### src/rtl/cdc_regs_pkg.sv
package cdc_regs_pkg;

    localparam int CDC_DATA_W   = 32;
    localparam int CDC_NUM_DIR  = 16;
    localparam int CDC_NUM_IND  = 32;
    localparam int CDC_IND_W    = 8;

    localparam int WIN_WORD     = 1;
    localparam int DROP_WORD    = 2;
    localparam int CTRL_WORD    = 4;
    localparam int CTRL_KEEP    = 'h7F;

    localparam int HOLE_IDX     = 3;
    localparam int LOCK_IDX     = 11;
    localparam int MERGE_IDX    = 12;
    localparam int VER_IDX      = 25;
    localparam int MERGE_KEEP   = 'h40;
    localparam int MERGE_ID     = 'h8A;
    localparam int VER_ID       = 'hA0;

    typedef enum logic [1:0] {
        W_PLAIN,
        W_WINDOW,
        W_DROP,
        W_CTRL
    } word_kind_e;

    typedef enum logic [1:0] {
        I_PLAIN,
        I_LOCKED,
        I_MERGE
    } ind_kind_e;

    function automatic word_kind_e word_kind(input int i);
        case (i)
            WIN_WORD:  return W_WINDOW;
            DROP_WORD: return W_DROP;
            CTRL_WORD: return W_CTRL;
            default:   return W_PLAIN;
        endcase
    endfunction

    function automatic ind_kind_e ind_kind(input int i);
        if (i == LOCK_IDX || i == VER_IDX) return I_LOCKED;
        if (i == MERGE_IDX)                return I_MERGE;
        return I_PLAIN;
    endfunction

    function automatic int ind_reset(input int i);
        if (i == MERGE_IDX) return MERGE_ID;
        if (i == VER_IDX)   return VER_ID;
        return 0;
    endfunction

    function automatic logic [CDC_IND_W-1:0] merge_byte(input logic [CDC_IND_W-1:0] d);
        return (d & CDC_IND_W'(MERGE_KEEP)) | CDC_IND_W'(MERGE_ID);
    endfunction

endpackage

### src/rtl/cdc_direct_bank.sv
module cdc_direct_bank
    import cdc_regs_pkg::*;
#(
    parameter int NUM_DIRECT = CDC_NUM_DIR,
    parameter int DATA_W     = CDC_DATA_W,
    localparam int WORD_AW   = $clog2(NUM_DIRECT)
) (
    input  logic                               clk,
    input  logic                               rst,
    input  logic                               wr,
    input  logic [WORD_AW-1:0]                 word,
    input  logic [DATA_W-1:0]                  wdata,
    output logic                               soft_rst,
    output logic [NUM_DIRECT-1:0][DATA_W-1:0]  dir_q
);

    assign soft_rst = wr && (word == WORD_AW'(CTRL_WORD)) && wdata[0];

    for (genvar i = 0; i < NUM_DIRECT; i++) begin : g_word
        localparam word_kind_e KIND = word_kind(i);
        if (KIND == W_WINDOW || KIND == W_DROP) begin : g_none
            assign dir_q[i] = '0;
        end else begin : g_store
            logic [DATA_W-1:0] q;
            always_ff @(posedge clk) begin
                if (rst)
                    q <= '0;
                else if (wr && word == WORD_AW'(i))
                    q <= (KIND == W_CTRL) ? (wdata & DATA_W'(CTRL_KEEP)) : wdata;
                else if (soft_rst)
                    q <= '0;
            end
            assign dir_q[i] = q;
        end
    end

    p_ctrl_store_r9: assert property (@(posedge clk) disable iff (rst)
        (wr && word == WORD_AW'(CTRL_WORD)) |=>
            dir_q[CTRL_WORD] == ($past(wdata) & DATA_W'(CTRL_KEEP)));

    p_soft_clear_r8: assert property (@(posedge clk) disable iff (rst)
        soft_rst |=> dir_q[0] == '0);

endmodule

### src/rtl/cdc_indirect_bank.sv
module cdc_indirect_bank
    import cdc_regs_pkg::*;
#(
    parameter int NUM_IND   = CDC_NUM_IND,
    parameter int IND_W     = CDC_IND_W,
    localparam int IND_AW   = $clog2(NUM_IND)
) (
    input  logic                           clk,
    input  logic                           rst,
    input  logic                           soft_rst,
    input  logic                           wr,
    input  logic [IND_AW-1:0]              idx,
    input  logic [IND_W-1:0]               wdata,
    output logic [NUM_IND-1:0][IND_W-1:0]  ind_q
);

    for (genvar i = 0; i < NUM_IND; i++) begin : g_ind
        localparam ind_kind_e KIND = ind_kind(i);
        localparam logic [IND_W-1:0] RST_VAL = IND_W'(ind_reset(i));
        if (KIND == I_LOCKED) begin : g_locked
            assign ind_q[i] = RST_VAL;
        end else begin : g_reg
            logic [IND_W-1:0] q;
            always_ff @(posedge clk) begin
                if (rst || soft_rst)
                    q <= RST_VAL;
                else if (wr && idx == IND_AW'(i))
                    q <= (KIND == I_MERGE) ? merge_byte(wdata) : wdata;
            end
            assign ind_q[i] = q;
        end
    end

    p_merge_r6: assert property (@(posedge clk) disable iff (rst)
        (wr && !soft_rst && idx == IND_AW'(MERGE_IDX)) |=>
            ind_q[MERGE_IDX] == (($past(wdata) & IND_W'(MERGE_KEEP)) | IND_W'(MERGE_ID)));

    p_soft_defaults_r8: assert property (@(posedge clk) disable iff (rst)
        soft_rst |=> (ind_q[MERGE_IDX] == IND_W'(MERGE_ID)) && (ind_q[0] == '0));

endmodule

### src/rtl/codec_ctl_regs.sv
module codec_ctl_regs
    import cdc_regs_pkg::*;
#(
    parameter int NUM_DIRECT = CDC_NUM_DIR,
    parameter int NUM_IND    = CDC_NUM_IND,
    parameter int DATA_W     = CDC_DATA_W,
    parameter int IND_W      = CDC_IND_W,
    localparam int WORD_AW   = $clog2(NUM_DIRECT),
    localparam int IND_AW    = $clog2(NUM_IND),
    localparam int BUS_AW    = WORD_AW + 2
) (
    input  logic              clk,
    input  logic              rst,
    input  logic [BUS_AW-1:0] bus_addr,
    input  logic              bus_wr,
    input  logic [DATA_W-1:0] bus_wdata,
    output logic [DATA_W-1:0] bus_rdata,
    output logic              irq
);

    logic [WORD_AW-1:0]                word;
    logic [IND_AW-1:0]                 idx;
    logic                              soft_rst;
    logic                              win_wr;
    logic [NUM_DIRECT-1:0][DATA_W-1:0] dir_q;
    logic [NUM_IND-1:0][IND_W-1:0]     ind_q;

    assign word   = bus_addr[BUS_AW-1:2];
    assign idx    = dir_q[0][IND_AW-1:0];
    assign win_wr = bus_wr && (word == WORD_AW'(WIN_WORD));
    assign irq    = 1'b0;

    cdc_direct_bank #(
        .NUM_DIRECT (NUM_DIRECT),
        .DATA_W     (DATA_W)
    ) u_direct (
        .clk      (clk),
        .rst      (rst),
        .wr       (bus_wr),
        .word     (word),
        .wdata    (bus_wdata),
        .soft_rst (soft_rst),
        .dir_q    (dir_q)
    );

    cdc_indirect_bank #(
        .NUM_IND (NUM_IND),
        .IND_W   (IND_W)
    ) u_indirect (
        .clk      (clk),
        .rst      (rst),
        .soft_rst (soft_rst),
        .wr       (win_wr),
        .idx      (idx),
        .wdata    (bus_wdata[IND_W-1:0]),
        .ind_q    (ind_q)
    );

    always_comb begin
        if (word == WORD_AW'(WIN_WORD))
            bus_rdata = (idx == IND_AW'(HOLE_IDX)) ? '0 : DATA_W'(ind_q[idx]);
        else
            bus_rdata = dir_q[word];
    end

    p_hole_reads_zero_r4: assert property (@(posedge clk) disable iff (rst)
        (word == WORD_AW'(WIN_WORD) && idx == IND_AW'(HOLE_IDX)) |-> bus_rdata == '0);

    p_drop_word_r7: assert property (@(posedge clk) disable iff (rst)
        (word == WORD_AW'(DROP_WORD)) |-> bus_rdata == '0);

    p_window_upper_r3: assert property (@(posedge clk) disable iff (rst)
        (word == WORD_AW'(WIN_WORD)) |-> bus_rdata[DATA_W-1:IND_W] == '0);

endmodule

### config.mk
export PLATFORM = sky130hd
export DESIGN_NAME = codec_ctl_regs
export DESIGN_NICKNAME = d
export VERILOG_FILES = /design/src/rtl/cdc_regs_pkg.sv /design/src/rtl/cdc_direct_bank.sv /design/src/rtl/cdc_indirect_bank.sv /design/src/rtl/codec_ctl_regs.sv
export SDC_FILE = /design/constraint.sdc
export NUM_CORES = 1
export LEC_CHECK = 0
export BUFFER_PORTS_ARGS = -buffer_cell sky130_fd_sc_hd__buf_2
export CORE_MARGIN = 4
export CORE_UTILIZATION = 65
export DETAILED_ROUTE_END_ITERATION = 10
export PLACE_DENSITY = 0.82
export SYNTH_ARGS = -nofsm -noshare
export SYNTH_HDL_FRONTEND = slang
export SYNTH_SLANG_ARGS = --single-unit
### constraint.sdc
create_clock -name clk -period 4.4 [get_ports clk]
set_input_delay 0.22 -clock clk [delete_from_list [all_inputs] [get_ports clk]]
set_output_delay 0.22 -clock clk [all_outputs]
set_load 0.01 [all_outputs]
# Word-level counts from Yosys, hierarchy flattened
# Cells that the tools add are included.
# classes
order_cmp	2
mux	22
reduce_logical	63
eq_ne	43
# ops
operator	count
32-bit two-way mux	16
32-bit binary-select mux with 4-bit select	1
5-bit == test, second input constant	15
1-bit logical AND	46
8-bit binary-select mux with 5-bit select	1
5-bit by 4-bit == test with 1-bit output, second input constant	7
4-bit == test, second input constant	8
2-bit nonzero test	14
5-bit by 3-bit == test with 1-bit output, second input constant	4
4-bit by 3-bit == test with 1-bit output, second input constant	4
8-bit two-way mux	2
7-bit two-way mux	2
5-bit by 2-bit == test with 1-bit output, second input constant	2
5-bit by 6-bit < comparator with 1-bit output, second input constant	1
5-bit by 1-bit == test with 1-bit output, second input constant	1
5-bit logical NOT	1
4-bit by 5-bit < comparator with 1-bit output, second input constant	1
4-bit by 1-bit == test with 1-bit output, second input constant	1
4-bit by 2-bit == test with 1-bit output, second input constant	1
4-bit logical NOT	1
1-bit logical OR	1
# word_totals
inputBits	41
word_cells	174
regBits	656

# Longest topological paths before layout
# depth
depth_word	5
mapped_depth	9

# Hierarchy
# A second synthesis with hierarchy kept.
# unflattened
cells_unflattened	3006
area_unflattened_um2	31194.9
# by_module_without_submodules
mod	n_inst	seq_area_each_um2	area_each_um2	cells_each
cdc_direct_bank	1	8468.1	16413.2	1784
cdc_indirect_bank	1	4664.5	8703.3	834
codec_ctl_regs	1	0.0	6078.3	388

# Worst setup path after synthesis
# No wires, ideal clock.
# synth_timing
path_kind	input to output
start	input port bus_addr[2]
end	output port bus_rdata[26]
required_time_ps	4180
n_path_buf	4
arrival_ps	1905
stages	6
setup_slack_ps	2275
cell_sequence	buf_2 -> buf_4 -> buf_4 -> buf_1 -> mux4_2 -> mux4_2
# synth_between
elab_chain_cells	3
# synth_rtl
item	line_no	source
from (decl)	codec_ctl_regs.sv:14	input logic [BUS_AW-1:0] bus_addr,
32-bit binary-select mux with 4-bit select	codec_ctl_regs.sv:63	bus_rdata = dir_q[word];
32-bit two-way mux (not written as such)	codec_ctl_regs.sv:63	
32-bit two-way mux (*)	codec_ctl_regs.sv:60	if (word == WORD_AW'(WIN_WORD))
to (decl)	codec_ctl_regs.sv:17	output logic [DATA_W-1:0] bus_rdata,
# Every way passes the cells marked *; elsewhere a longest branch is shown, timed or not. The select of a mux whose other input is x is not followed.

# Worst setup path after layout
# layout_timing
start	register u_direct.g_word[0].g_store.q[2]
end	output port bus_rdata[7]
# layout_between
elab_chain_cells	4
# layout_rtl
item	line_no	source
from (decl)	cdc_direct_bank.sv:24	logic [DATA_W-1:0] q;
from (signal assigned)	cdc_direct_bank.sv:29	q <= (KIND == W_CTRL) ? (wdata & DATA_W'(CTRL_KEEP)) : wdata;
8-bit binary-select mux with 5-bit select	codec_ctl_regs.sv:61	bus_rdata = (idx == IND_AW'(HOLE_IDX)) ? '0 : DATA_W'(ind_q[idx]);
8-bit two-way mux (not written as such)	codec_ctl_regs.sv:61	
8-bit two-way mux (*)	codec_ctl_regs.sv:61	
32-bit two-way mux (*)	codec_ctl_regs.sv:60	
# Marks and branches as above.

==> flow_summary.ini <==
[status]
outcome = finished, final reports clean

[detailed_routing]
wirelength_mm = 90.70
vias_per_cell = 6.796
drtAntennaViolNets = 0
wl_per_cell_um = 23.26
drc = 0
first_iter_violations = 3960
first_pass_iters = 7
vias = 26500

[yosys]
synthTopCellsByArea = dfxtp_1, mux4_2, a21oi_1, nand2_1, nand3_1
syn_inst = 3384
synth_top_cell_by_area = dfxtp_1
netlist_area_um2 = 29310
dominantRegCellSynth = dfxtp_1
synth_edf_count = 0
synth_seq_area_share_pct = 44.81
netlist_top_cells_count = nand2_1, dfxtp_1, a21oi_1
syn-num-nets = 3425
ys_ff_latch = 656
synth_most_common_cell = nand2_1
yosys.area.top_type_share_pct = 44.81
async_flop_share_pct = 0
yosysUniqueCellTypes = 58
synth-warning-count = 0
avgSynthCellArea_um2 = 8.660

[hold_path]
hold_class = primary input to flip-flop

[timing]
finalHoldViolations = 0
rsz0062_at_grt = false
finalMaxSlewViolations = 0
skew_ps = 6.262
timing.final.crit_period_ps = 3792
setup_viol = 0
timing_worst_slew_pin_value_ps = 1358
slew_headroom_pct = 9.270
period_share_pct = 86.18
setup_tns_ps = 0
fmax_mhz = 263.7

[clock_tree]
htreeDepth = 3
clkSlewWorstSetupHoldPaths_ps = 60
cts.path.max_buffers = 3
cts_setup_buffers = 0
post_cts_resized = 0
cts_root_buffer = clkbuf_16
cts_sinks = 656
clkLatencyLatePin_ps = 600
cts_tree = yes
cts_buffers = 67

[power_and_ir_drop]
finalPower_w = 0.01261
peakVddDrop_v = 0.0003869
power.density_nw_per_um2 = 392.3
p_leak_nw = 10.62

[final_layout]
synthToLayoutAreaGrowth_pct = 9.713
fin_nets = 3296
drive_above_1_share_pct = 14.25

[setup_path]
critPathArrivalTime_ps = 3570
worst_ep_required_time_ps = 4180
cp-start-kind = flip-flop
crit_fanout = 26
worstSetupPathType = flip-flop to output pin
cp-end-kind = output pin

[global_routing]
antenna_found_initial = 5
grt_max_degree = 225
grt_usage_pct = 36.77
grt_pass1_vias = 26270
grt_pass1_wl_mm = 141.3
overflow = 0

[floorplanning]
chipWidth_um = 220.3
core_um2 = 44410
die_area_um2 = 48550
start_util_pct = 65.98
die_y_um = 220.3
ios = 74
num_rows = 77

[place]
io_buffer_count = 70
gp_congestion = 0.9427
dpl.hpwl_mm = 51.31

[flow_run]
maxCapViolCount = 0
-- report_power, final --
part	switching (W)	internal, W	total (W)	leakage, nW
logic	0.000482	0.000181	0.000663	4.17
clock network	0.00240	0.00353	0.00593	1.15
registers	0.0000300	0.00599	0.00602	5.29
total	0.00291	0.00970	0.0126	10.6
-- layer usage --
metal,vias to the layer above,wire length (µm),GRT usage [%]
met5,-,48,0
met2,1798,42350,58.93
li1,11640,-,-
met3,479,10550,7.992
met4,8,6097,22.71
met1,12580,31650,45.53
-- cell type report --
cell class,instances,area (µm²)
fillers,3198,12260
multi-input cells,2359,14710
inverters,6,22.52
clock inverters,21,267.8
repair buffers,165,1217
clock buffers,99,2051
well taps,592,740.7
flip-flops and latches,656,13140
diodes,1,2.502
-- state kept, by name, summed over array words and instances, names as in the netlist --
register                   cells
u_direct.g_word.g_store.q    423
u_indirect.g_ind.g_reg.q     233
-- critical path: stages, from the launching register on --
cell,delay [ps]
dfxtp_1,1180
nor2b_1,540
a31oi_1,280
o21ai_1,90
o31a_1,300
a221o_1,390
buf_2,170
-- logic make-up (layout without fill, tap and decap cells) --
logic type	count (synthesis)	in the layout	share of synthesized area (%)
AOI/OAI and AO/OA	782	782	14.64
buffers and inverters	369	291	5.380
DFF	656	656	44.81
muxes	271	271	15.34
other	1	2	0.01280
and+or+nand+nor	1305	1305	19.81
-- placed cells by master, fill, tap and decap left out, types with 66 or more instances in the layout --
master	instances
buf_4	66
nand2_1	680
nand3_1	454
mux4_2	139
a21oi_1	586
buf_2	67
nor2_1	97
mux2i_1	98
o21ai_0	85
clkbuf_16	70
dfxtp_1	654
-- repair_timing --
| item | CTS | global route |
|---|---|---|
| endpoints found under the hold margin | 303 | 0 |
| hold buffers | 24 | 0 |
| setup endpoints to repair | 0 | 0 |
-- through the flow --
step	worst slack, ps	cell area, µm²	util, %	std cells	hold slack, ps
after detailed placement	906.2	29590	66.63	3754	442.1
after global placement	996.4	29590	66.63	3754	435.2
after global routing	457.6	32150	72.39	3899	68.52
after floorplan	2275	29310	-	3384	356.0
final	608.2	32150	72.39	3899	55.37
after CTS	667.0	32150	72.39	3898	35.41
-- worst paths after layout --
kind                                                      start                                 to  slack, ps  depth (start not counted)
worst max-delay path            u_direct.g_word[0].g_store.q[2]                       bus_rdata[7]        610                          6
worst min-delay path                                        rst  u_direct.g_word[15].g_store.q[11]         60                          2
worst max register to register  u_direct.g_word[0].g_store.q[2]    u_indirect.g_ind[28].g_reg.q[1]       1240                          5
worst min register to register   u_indirect.g_ind[6].g_reg.q[6]     u_indirect.g_ind[6].g_reg.q[6]        450                          2
(Power assumes the default switching activity.)
